==> config.mk <==
export PLATFORM = sky130hd
export DESIGN_NAME = vtx_asm_cache
export DESIGN_NICKNAME = d
export VERILOG_FILES = /design/src/rtl/vac_pkg.sv /design/src/rtl/vac_store.sv /design/src/rtl/vac_ctrl.sv /design/src/rtl/vtx_asm_cache.sv
export SDC_FILE = /design/constraint.sdc
export NUM_CORES = 1
export LEC_CHECK = 0
export BUFFER_PORTS_ARGS = -buffer_cell sky130_fd_sc_hd__buf_4
export CORE_MARGIN = 5
export CORE_UTILIZATION = 40
export CTS_BUF_LIST = sky130_fd_sc_hd__clkbuf_16
export CTS_CLUSTER_DIAMETER = 120
export DETAILED_ROUTE_END_ITERATION = 12
export SYNTH_ARGS = -nofsm -noshare
export SYNTH_HDL_FRONTEND = slang
export SYNTH_HIERARCHICAL = 1
export SYNTH_SLANG_ARGS = --single-unit
export TNS_END_PERCENT = 100
==> constraint.sdc <==
create_clock -name clk -period 15 [get_ports clk]
set_input_delay 2.25 -clock clk [delete_from_list [all_inputs] [get_ports clk]]
set_output_delay 2.25 -clock clk [all_outputs]
set_load 0.01 [all_outputs]
==> src/rtl/vac_pkg.sv <==
package vac_pkg;
  localparam int NUM_WAYS    = 4;
  localparam int WAY_W       = $clog2(NUM_WAYS);
  localparam int NUM_CORNERS = 3;
  localparam int CRN_W       = $clog2(NUM_CORNERS);

  typedef logic [WAY_W-1:0] way_t;

  // strobes from the sequencer to the vertex store
  typedef struct packed {
    logic fillEn;
    way_t fillWay;
    logic touchEn;
  } store_ctl_t;

  typedef enum logic [1:0] {ST_IDLE, ST_REQ, ST_WAIT, ST_OUT} asm_state_e;
endpackage

==> src/rtl/vac_store.sv <==
module vac_store
  import vac_pkg::*;
#(
  parameter int IDX_W  = 16,
  parameter int DATA_W = 32
) (
  input  logic                                clk,
  input  logic                                rst_n,
  input  store_ctl_t                          ctl,
  input  logic [IDX_W-1:0]                    fillIdx,
  input  logic [DATA_W-1:0]                   fillData,
  input  logic [NUM_CORNERS-1:0][IDX_W-1:0]   qIdx,
  output logic [NUM_CORNERS-1:0]              qHit,
  output way_t [NUM_CORNERS-1:0]              qWay,
  input  logic [NUM_WAYS-1:0]                 pinMask,
  output way_t                                victimWay,
  input  way_t [NUM_CORNERS-1:0]              rdWay,
  output logic [NUM_CORNERS-1:0][DATA_W-1:0]  rdData
);
  logic [NUM_WAYS-1:0] entValid;
  logic [IDX_W-1:0]    entTag  [NUM_WAYS];
  logic [DATA_W-1:0]   entData [NUM_WAYS];
  way_t                entAge  [NUM_WAYS];
  way_t                ageNext [NUM_WAYS];

  // tag compare for each corner
  always_comb begin
    for (int c = 0; c < NUM_CORNERS; c++) begin
      qHit[c] = 1'b0;
      qWay[c] = '0;
      for (int w = 0; w < NUM_WAYS; w++) begin
        if (entValid[w] && entTag[w] == qIdx[c]) begin
          qHit[c] = 1'b1;
          qWay[c] = way_t'(w);
        end
      end
    end
  end

  // victim: free entry first, else oldest entry not pinned by the triangle
  always_comb begin
    logic found;
    way_t bestAge;
    found     = 1'b0;
    bestAge   = '0;
    victimWay = '0;
    for (int w = 0; w < NUM_WAYS; w++) begin
      if (!found && !pinMask[w] && !entValid[w]) begin
        victimWay = way_t'(w);
        found     = 1'b1;
      end
    end
    if (!found) begin
      for (int w = 0; w < NUM_WAYS; w++) begin
        if (!pinMask[w] && (!found || entAge[w] >= bestAge)) begin
          victimWay = way_t'(w);
          bestAge   = entAge[w];
          found     = 1'b1;
        end
      end
    end
  end

  // recency update, corners touched in order so corner 2 ends youngest
  always_comb begin
    way_t refAge;
    for (int w = 0; w < NUM_WAYS; w++) ageNext[w] = entAge[w];
    for (int c = 0; c < NUM_CORNERS; c++) begin
      refAge = ageNext[rdWay[c]];
      for (int w = 0; w < NUM_WAYS; w++) begin
        if (ageNext[w] < refAge) ageNext[w] = ageNext[w] + 1'b1;
      end
      ageNext[rdWay[c]] = '0;
    end
  end

  always_ff @(posedge clk) begin
    if (!rst_n) begin
      entValid <= '0;
      for (int w = 0; w < NUM_WAYS; w++) begin
        entTag[w]  <= '0;
        entData[w] <= '0;
        entAge[w]  <= way_t'(w);
      end
    end else begin
      if (ctl.fillEn) begin
        entValid[ctl.fillWay] <= 1'b1;
        entTag[ctl.fillWay]   <= fillIdx;
        entData[ctl.fillWay]  <= fillData;
      end
      if (ctl.touchEn) begin
        for (int w = 0; w < NUM_WAYS; w++) entAge[w] <= ageNext[w];
      end
    end
  end

  for (genvar c = 0; c < NUM_CORNERS; c++) begin : gRead
    assign rdData[c] = entData[rdWay[c]];
  end
endmodule

==> src/rtl/vac_ctrl.sv <==
module vac_ctrl
  import vac_pkg::*;
#(
  parameter int IDX_W = 16
) (
  input  logic                               clk,
  input  logic                               rst_n,
  input  logic                               inValid,
  output logic                               inReady,
  input  logic                               stripMode,
  input  logic                               stripRestart,
  input  logic [NUM_CORNERS-1:0][IDX_W-1:0]  inIdx,
  output logic                               fetchReqValid,
  input  logic                               fetchReqReady,
  output logic [IDX_W-1:0]                   fetchReqIdx,
  input  logic                               fetchRspValid,
  input  logic [IDX_W-1:0]                   fetchRspIdx,
  output logic                               outValid,
  input  logic                               outReady,
  output logic [NUM_CORNERS-1:0][IDX_W-1:0]  outIdx,
  output logic [NUM_CORNERS-1:0][IDX_W-1:0]  qIdx,
  input  logic [NUM_CORNERS-1:0]             qHit,
  input  way_t [NUM_CORNERS-1:0]             qWay,
  input  way_t                               victimWay,
  output logic [NUM_WAYS-1:0]                pinMask,
  output way_t [NUM_CORNERS-1:0]             rdWay,
  output store_ctl_t                         ctl,
  output logic [IDX_W-1:0]                   fillIdx
);
  asm_state_e                        state;
  logic [NUM_CORNERS-1:0][IDX_W-1:0] slotIdx;
  logic [NUM_CORNERS-1:0]            slotHave;
  way_t [NUM_CORNERS-1:0]            slotWay;
  logic [1:0][IDX_W-1:0]             histIdx;
  logic                              histValid;
  logic                              useHist;
  logic [CRN_W-1:0]                  firstMiss;
  logic [IDX_W-1:0]                  pendIdx;
  logic                              rspMatch;
  logic [NUM_CORNERS-1:0]            haveNext;

  assign useHist = stripMode && histValid && !stripRestart;
  assign qIdx[0] = useHist ? histIdx[0] : inIdx[0];
  assign qIdx[1] = useHist ? histIdx[1] : inIdx[1];
  assign qIdx[2] = inIdx[2];

  always_comb begin
    firstMiss = '0;
    for (int c = NUM_CORNERS-1; c >= 0; c--) begin
      if (!slotHave[c]) firstMiss = CRN_W'(c);
    end
  end

  assign pendIdx  = slotIdx[firstMiss];
  assign rspMatch = (state == ST_WAIT) && fetchRspValid && (fetchRspIdx == pendIdx);

  always_comb begin
    pinMask = '0;
    for (int c = 0; c < NUM_CORNERS; c++) begin
      if (slotHave[c]) pinMask[slotWay[c]] = 1'b1;
      haveNext[c] = slotHave[c] || (slotIdx[c] == pendIdx);
    end
  end

  assign ctl.fillEn  = rspMatch;
  assign ctl.fillWay = victimWay;
  assign ctl.touchEn = (state == ST_OUT) && outReady;
  assign fillIdx     = pendIdx;

  assign inReady       = (state == ST_IDLE);
  assign fetchReqValid = (state == ST_REQ);
  assign fetchReqIdx   = pendIdx;
  assign outValid      = (state == ST_OUT);
  assign outIdx        = slotIdx;
  assign rdWay         = slotWay;

  always_ff @(posedge clk) begin
    if (!rst_n) begin
      state     <= ST_IDLE;
      slotIdx   <= '0;
      slotHave  <= '0;
      slotWay   <= '0;
      histIdx   <= '0;
      histValid <= 1'b0;
    end else begin
      if (stripRestart) histValid <= 1'b0;
      unique case (state)
        ST_IDLE: begin
          if (inValid) begin
            slotIdx    <= qIdx;
            slotHave   <= qHit;
            slotWay    <= qWay;
            histIdx[0] <= qIdx[1];
            histIdx[1] <= qIdx[2];
            histValid  <= 1'b1;
            state      <= (&qHit) ? ST_OUT : ST_REQ;
          end
        end
        ST_REQ: begin
          if (fetchReqReady) state <= ST_WAIT;
        end
        ST_WAIT: begin
          if (rspMatch) begin
            for (int c = 0; c < NUM_CORNERS; c++) begin
              if (!slotHave[c] && slotIdx[c] == pendIdx) begin
                slotHave[c] <= 1'b1;
                slotWay[c]  <= victimWay;
              end
            end
            state <= (&haveNext) ? ST_OUT : ST_REQ;
          end
        end
        ST_OUT: begin
          if (outReady) state <= ST_IDLE;
        end
        default: state <= ST_IDLE;
      endcase
    end
  end
endmodule

==> src/rtl/vtx_asm_cache.sv <==
module vtx_asm_cache
  import vac_pkg::*;
#(
  parameter int IDX_W  = 16,
  parameter int DATA_W = 32
) (
  input  logic              clk,
  input  logic              rst_n,
  input  logic              inValid,
  output logic              inReady,
  input  logic              stripMode,
  input  logic              stripRestart,
  input  logic [IDX_W-1:0]  inIdx0,
  input  logic [IDX_W-1:0]  inIdx1,
  input  logic [IDX_W-1:0]  inIdx2,
  output logic              fetchReqValid,
  input  logic              fetchReqReady,
  output logic [IDX_W-1:0]  fetchReqIdx,
  input  logic              fetchRspValid,
  input  logic [IDX_W-1:0]  fetchRspIdx,
  input  logic [DATA_W-1:0] fetchRspData,
  output logic              outValid,
  input  logic              outReady,
  output logic [IDX_W-1:0]  outIdx0,
  output logic [IDX_W-1:0]  outIdx1,
  output logic [IDX_W-1:0]  outIdx2,
  output logic [DATA_W-1:0] outData0,
  output logic [DATA_W-1:0] outData1,
  output logic [DATA_W-1:0] outData2
);
  logic [NUM_CORNERS-1:0][IDX_W-1:0]  inIdxBus;
  logic [NUM_CORNERS-1:0][IDX_W-1:0]  outIdxBus;
  logic [NUM_CORNERS-1:0][IDX_W-1:0]  qIdx;
  logic [NUM_CORNERS-1:0]             qHit;
  way_t [NUM_CORNERS-1:0]             qWay;
  way_t                               victimWay;
  logic [NUM_WAYS-1:0]                pinMask;
  way_t [NUM_CORNERS-1:0]             rdWay;
  logic [NUM_CORNERS-1:0][DATA_W-1:0] rdData;
  store_ctl_t                         ctl;
  logic [IDX_W-1:0]                   fillIdx;

  assign inIdxBus = {inIdx2, inIdx1, inIdx0};

  vac_ctrl #(.IDX_W(IDX_W)) uCtrl (
    .clk(clk), .rst_n(rst_n),
    .inValid(inValid), .inReady(inReady),
    .stripMode(stripMode), .stripRestart(stripRestart), .inIdx(inIdxBus),
    .fetchReqValid(fetchReqValid), .fetchReqReady(fetchReqReady), .fetchReqIdx(fetchReqIdx),
    .fetchRspValid(fetchRspValid), .fetchRspIdx(fetchRspIdx),
    .outValid(outValid), .outReady(outReady), .outIdx(outIdxBus),
    .qIdx(qIdx), .qHit(qHit), .qWay(qWay), .victimWay(victimWay),
    .pinMask(pinMask), .rdWay(rdWay), .ctl(ctl), .fillIdx(fillIdx)
  );

  vac_store #(.IDX_W(IDX_W), .DATA_W(DATA_W)) uStore (
    .clk(clk), .rst_n(rst_n), .ctl(ctl),
    .fillIdx(fillIdx), .fillData(fetchRspData),
    .qIdx(qIdx), .qHit(qHit), .qWay(qWay),
    .pinMask(pinMask), .victimWay(victimWay),
    .rdWay(rdWay), .rdData(rdData)
  );

  assign outIdx0  = outIdxBus[0];
  assign outIdx1  = outIdxBus[1];
  assign outIdx2  = outIdxBus[2];
  assign outData0 = rdData[0];
  assign outData1 = rdData[1];
  assign outData2 = rdData[2];
endmodule

==> results of run 1 <==
==> per-layer routing <==
layer,GRT usage,part of all wire,vias up
met4,0.0764,0.036,0
met5,0,0,-
li1,-,-,6226
met3,0.0441,0.088,131
met1,0.334,0.40,7016
met2,0.401,0.47,708
==> flip-flops by register name, indices dropped and copies added, names as in the netlist <==
register	cells
uCtrl/histIdx	32
uStore/entAge	8
uCtrl/histValid	1
uStore/entValid	4
uCtrl/outIdx	16
uCtrl/slotHave	3
uStore/entData	128
uCtrl/rdWay	6
uCtrl/state	2
uStore/entTag	64
==> Yosys cell counts, types with 22 or more instances <==
cell and instances:
inv_1 41, dfxtp_1 64, nand2b_1 22, buf_4 37, nand2_1 68, mux2_2 38, nand3_1 31, nand4_1 41
and3_1 52, clkbuf_1 89, mux4_2 99, a21oi_1 34, xnor2_1 223, nor3_1 39, and2_1 153, nor2_1 95
edfxtp_1 200
==> worst min-delay path, stage by stage (launching register included) <==
cell,delay [ns]
dfxtp_1,0.34
nor2_1,0.11
nor3_1,0.05
==> worst max path at each step <==
stage | to | cells past startpoint | slack, ns | from
2_1_floorplan | uStore/entData[2][0] | 22 | 8.42 | uCtrl/slotHave[2]
3_3_place_gp | uStore/entTag[1][10] | 20 | 8.57 | uCtrl/slotHave[2]
3_5_place_dp | uStore/entTag[1][4] | 20 | 8.29 | uCtrl/slotHave[2]
4_1_cts | uStore/entTag[1][3] | 20 | 8.26 | uCtrl/slotHave[2]
5_1_grt | uStore/entTag[1][4] | 20 | 7.73 | uCtrl/slotHave[2]
6_report | uStore/entTag[1][4] | 20 | 8.35 | uCtrl/slotHave[2]
==> stage by stage <==
stage	hold WS [ns]	worst slack [ns]	instance area [um^2]	utilization	power, mW
5_1_grt	0.582	7.73	21000	0.474	2.35
4_1_cts	0.547	8.26	21000	0.474	2.27
2_1_floorplan	0.483	8.42	17900	-	1.31
3_3_place_gp	0.529	8.57	20000	0.453	1.55
6_report	0.547	8.35	21000	0.474	2.26
3_5_place_dp	0.538	8.29	20000	0.453	1.56
==> logic make-up after synthesis <==
| family | Yosys count | share of synthesized area |
|---|---|---|
| and+or+nand+nor | 576 | 0.181 |
| DFF | 264 | 0.408 |
| xor gates and xnor gates | 244 | 0.120 |
| buffers and inverters | 202 | 0.0525 |
| AOI/OAI and AO/OA | 172 | 0.0750 |
| muxes | 145 | 0.153 |
| adders and majority gates | 16 | 0.0111 |
==> cell type report <==
cell class / count / area [um^2] / area share
clock inverters: 26 / 171 / 0.00817
inverters: 45 / 169 / 0.00805
well taps: 592 / 741 / 0.0353
clock buffers: 31 / 776 / 0.0370
repair buffers: 286 / 2150 / 0.102
flip-flops and latches: 264 / 7290 / 0.348
multi-input cells: 1153 / 9680 / 0.461
==> power breakdown <==
group | internal, mW | leakage [nW] | switching [mW]
clock | 0.394 | 0.482 | 0.317
sequential | 0.821 | 2.58 | 0.0561
combinational | 0.293 | 4.73 | 0.383
total | 1.51 | 7.79 | 0.756
==> impl_metrics.yaml, run 1 <==
clock_tree:
  ctsHoldBuffers: 0
  cts_buffers: 31
  post_cts_buffers: 0
  worstSkewPairLatency_ns: 0.59
  htree_levels: 1
  cts_resized: 0
  cts_tree: "built"
  clk_pin_slew_ns: 0.07
  cts-root-buf: "clkbuf_16"
  clock-sinks: 264
  cts_buffer_depth: 3
timing:
  finClkSkew_ns: 0.0111
  period_share: 0.443
  finalWorstPathRequiredPeriod_ns: 6.65
  maxSlewViolCount: 0
  slew_headroom: 0.193
  setup_tns_ns: 0
  finalSetupViolCount: 0
  tightest_slew_ns: 1.20
  hold_viol: 0
  rsz0062_at_grt: "no"
  max_freq_ghz: 0.150
run:
  cap_violations: 0
grt:
  antenna_found_initial: 5
  grt_pass1_vias: 14200
  grtUsageTotal: 0.245
  grt-ovfl-total: 0
  grt_first_pass_wirelength_um: 93000
  grt_max_degree: 71
worst_hold_path:
  min_to: "uCtrl/outIdx[4]"
  hold_depth: 2
  hp-class: "flip-flop to flip-flop"
  min_from: "uCtrl/outIdx[4]"
route:
  vias: 14100
  detail-route-antenna-nets: 0
  vias_per_cell: 5.87
  drtIter0Drc: 1535
  drc: 0
  wl_per_cell_um: 26.1
  wl_um: 62600
  first_pass_iters: 5
worst_setup_path:
  worstPathCellList: "inv_1, o31ai_1, nor2b_1, ha_1, o21ai_0, a21oi_1, mux2_2, ha_1, o21ai_0, a21oi_1, mux2_2, ha_1, a32oi_1, a31oi_1, o22ai_1, o21ai_0, o21a_1, nor3b_2, nand2b_2, buf_4"
  worstPathMaxFanout: 32
  crit_family: "compound AO/OA/AOI/OAI gates"
  slowest_delay_ns: 0.80
  r2r_end: "uStore/entTag[1][4]"
  worstRegToRegCells: 20
  end_kind: "flip-flop"
  cp_slowest_cell: "o31ai_1"
  rrSetupSlack_ns: 8.35
  cp_data_arrival_time_ns: 6.87
  critPathKind: "flip-flop to flip-flop"
  critPathRequiredTime_ns: 15.23
  reg2reg_from: "uCtrl/slotHave[2]"
  crit_buf_inv: 2
  critPathLaunchType: "flip-flop"
die:
  rows: 77
  core_mm2: 0.0442
  ios: 267
  die_y_um: 221
  start_util: 0.404
  dieArea_mm2: 0.0490
  die_w_um: 221
placement:
  dp_hpwl_um: 44600
  gp_congestion: 0.984
  placed_cells: 2340
  port_buffers: 266
yosys:
  avgSynthCellArea_um2: 11.0
  synth_nets: 1738
  synth_area_leaders: "edfxtp_1, mux4_2, xnor2_1"
  synthDistinctLibCells: 92
  synth_seq_area_share: 0.408
  netlist.top_cell.by_area: "edfxtp_1"
  synth-edff-count: 200
  syn_area_mm2: 0.0179
  synth-seq-cells: 264
  synth_flop_cell: "edfxtp_1"
  syn_inst: 1619
  ys_async_sr_fraction: 0
  synth_top_cell_area_share: 0.336
  synth_warnings: 6
finish:
  fillCellCount: 4079
  area_growth_pct: 17.4
  fin_cells: 2397
  drive_gt1_frac: 0.293
  nets: 1900
  final_common_cell: "buf_4"
  antenna_cells: 0
  mostFrequentLayoutCells: "buf_4, xnor2_1, edfxtp_1"
power_and_ir_drop:
  p_leak_nw: 7.79
  power.density_mw_per_mm2: 108
  ir_worst_vdd_mv: 0.0914
run_status:
  status: "complete, no violations"
Power figures use the tool's default switching activity.
==> inputs of run 2 (changes only) <==
==> constraint.sdc (replaced) <==
create_clock -name clk -period 5.95 [get_ports clk]
set_input_delay 0.8925 -clock clk [delete_from_list [all_inputs] [get_ports clk]]
set_output_delay 0.8925 -clock clk [all_outputs]
set_load 0.01 [all_outputs]
==> impl_metrics.yaml, run 2 (same netlist as run 1, synthesis figures left out) <==
clock_tree:
  cts-root-buf: "clkbuf_16"
  cts_buffers: 31
  worstSkewPairLatency_ns: 0.61
  htree_levels: 1
  clock-sinks: 264
  cts_buffer_depth: 3
  clk_pin_slew_ns: 0.06
  cts_tree: "built"
timing:
  finalSetupViolCount: 0
  hold_viol: 0
  tightest_slew_ns: 1.09
  finalWorstPathRequiredPeriod_ns: 5.67
  rsz0062_at_grt: "no"
  maxSlewViolCount: 0
  period_share: 0.953
  slew_headroom: 0.274
  setup_tns_ns: 0
  max_freq_ghz: 0.176
  finClkSkew_ns: 0.0364
  fin_hold_ws_ns: 0.536
die:
  dieArea_mm2: 0.0490
  start_util: 0.404
  die_w_um: 221
  core_mm2: 0.0442
  die_y_um: 221
  rows: 77
  ios: 267
placement:
  dp_hpwl_um: 44800
  gp_congestion: 0.957
  placed_cells: 2348
  port_buffers: 266
power_and_ir_drop:
  power.density_mw_per_mm2: 277
  p_leak_nw: 7.90
  ir_worst_vdd_mv: 0.204
route:
  vias: 14000
  first_pass_iters: 5
  wl_um: 62900
  wl_per_cell_um: 26.1
  wl_met3_um: 5590
  vias_per_cell: 5.83
  top_layer_used: "met5"
  drc: 0
  detail-route-antenna-nets: 0
  wirelength_met1_um: 25900
  drtIter0Drc: 1365
  dr_wl_met2_um: 29600
worst_setup_path:
  cp_slowest_cell: "or3b_2"
  cp_data_arrival_time_ns: 6.09
  end_kind: "flip-flop"
  critPathRequiredTime_ns: 6.37
  slowest_delay_ns: 0.51
  worstPathCellList: "mux4_2, inv_1, ha_1, or3b_2, xnor2_1, and2_1, mux4_2, inv_1, ha_1, nor2_1, nand3_1, a21oi_1, mux2i_2, nor2b_1, nor3_4, inv_2, ha_1, nor2_1, o2111a_1, a311o_1, a21oi_1"
  worstPathMaxFanout: 5
  reg2reg_from: "uStore/entAge[3][1]"
  cp-startpoint: "uStore/entAge[3][1]"
  critPathLaunchType: "flip-flop"
  critical_path.most_common_cell: "ha_1"
  critPathKind: "flip-flop to flip-flop"
finish:
  final_common_cell: "buf_4"
  nets: 1909
  largest_register_ffs: 128
  area_growth_pct: 18.5
  mostFrequentLayoutCells: "buf_4, xnor2_1, edfxtp_1"
  top_regs: "uStore/entData (128), uStore/entTag (64), uCtrl/histIdx (32)"
  drive_gt1_frac: 0.295
  regMostFlops: "uStore/entData"
  fin_cells: 2408
  fillCellCount: 3987
grt:
  grtUsageTotal: 0.244
  grt_pass1_vias: 14000
  antenna_found_initial: 2
  grt-ovfl-total: 0
  grt_max_degree: 71
  grt_first_pass_wirelength_um: 92400
worst_hold_path:
  hp-class: "flip-flop to flip-flop"
  min_from: "uCtrl/slotHave[1]"
run_status:
  status: "complete, no violations"
run:
  cap_violations: 0
[run 2: cell type report]
cell class              count  area, um^2  area share
diodes                      1        2.50    0.000118
clock buffers              31         776      0.0366
clock inverters            27         241      0.0114
inverters                  45         169     0.00797
multi-input cells        1153        9700       0.458
flip-flops and latches    264        7290       0.344
well taps                 592         741      0.0350
repair buffers            295        2250       0.106
[run 2: timing repair]
item,in CTS,in global routing
gates resized for setup,0,3
hold buffers,0,0
setup buffers,0,1
endpoints found under the setup margin,0,323
[run 2: path summary, 6_finish.rpt]
| path | end | slack, ns | cells past startpoint |
|---|---|---|---|
| max | uStore/entAge[0][0] | 0.28 | 21 |
| min | uCtrl/slotHave[1] | 0.54 | 2 |
| max reg2reg | uStore/entAge[0][0] | 0.28 | 21 |
| min reg2reg | uCtrl/slotHave[1] | 0.54 | 2 |
[run 2: per-layer routing]
metal,up-vias,track usage
li1,6257,-
met2,705,0.406
met4,2,0.0680
met5,-,0
met1,6970,0.325
met3,111,0.0529
[run 2: critical path: cells and delay by family (launching register included)]
| family | cells | cell delay [ns] |
|---|---|---|
| simple gates | 7 | 1.40 |
| mux | 3 | 1.33 |
| compound gates | 4 | 0.89 |
| fa+ha+maj | 3 | 0.85 |
| flops | 1 | 0.48 |
| buf+inv | 3 | 0.38 |
| xor+xnor | 1 | 0.18 |
[run 2: through the flow]
stage	instance area (um^2)	power, mW	util	setup WS [ns]
finish	21200	5.86	0.479	0.281
global route	21200	6.08	0.479	0.0360
floorplan	17900	3.30	-	0.0923
CTS	21200	5.87	0.479	0.250
detailed placement	20100	3.94	0.456	0.287
global placement	20100	3.92	0.456	0.327
[run 2: power by group]
| part | switching, mW | total [mW] | internal (mW) |
|---|---|---|---|
| clock | 0.808 | 1.93 | 1.12 |
| combinational | 0.981 | 1.73 | 0.749 |
| sequential | 0.132 | 2.20 | 2.07 |
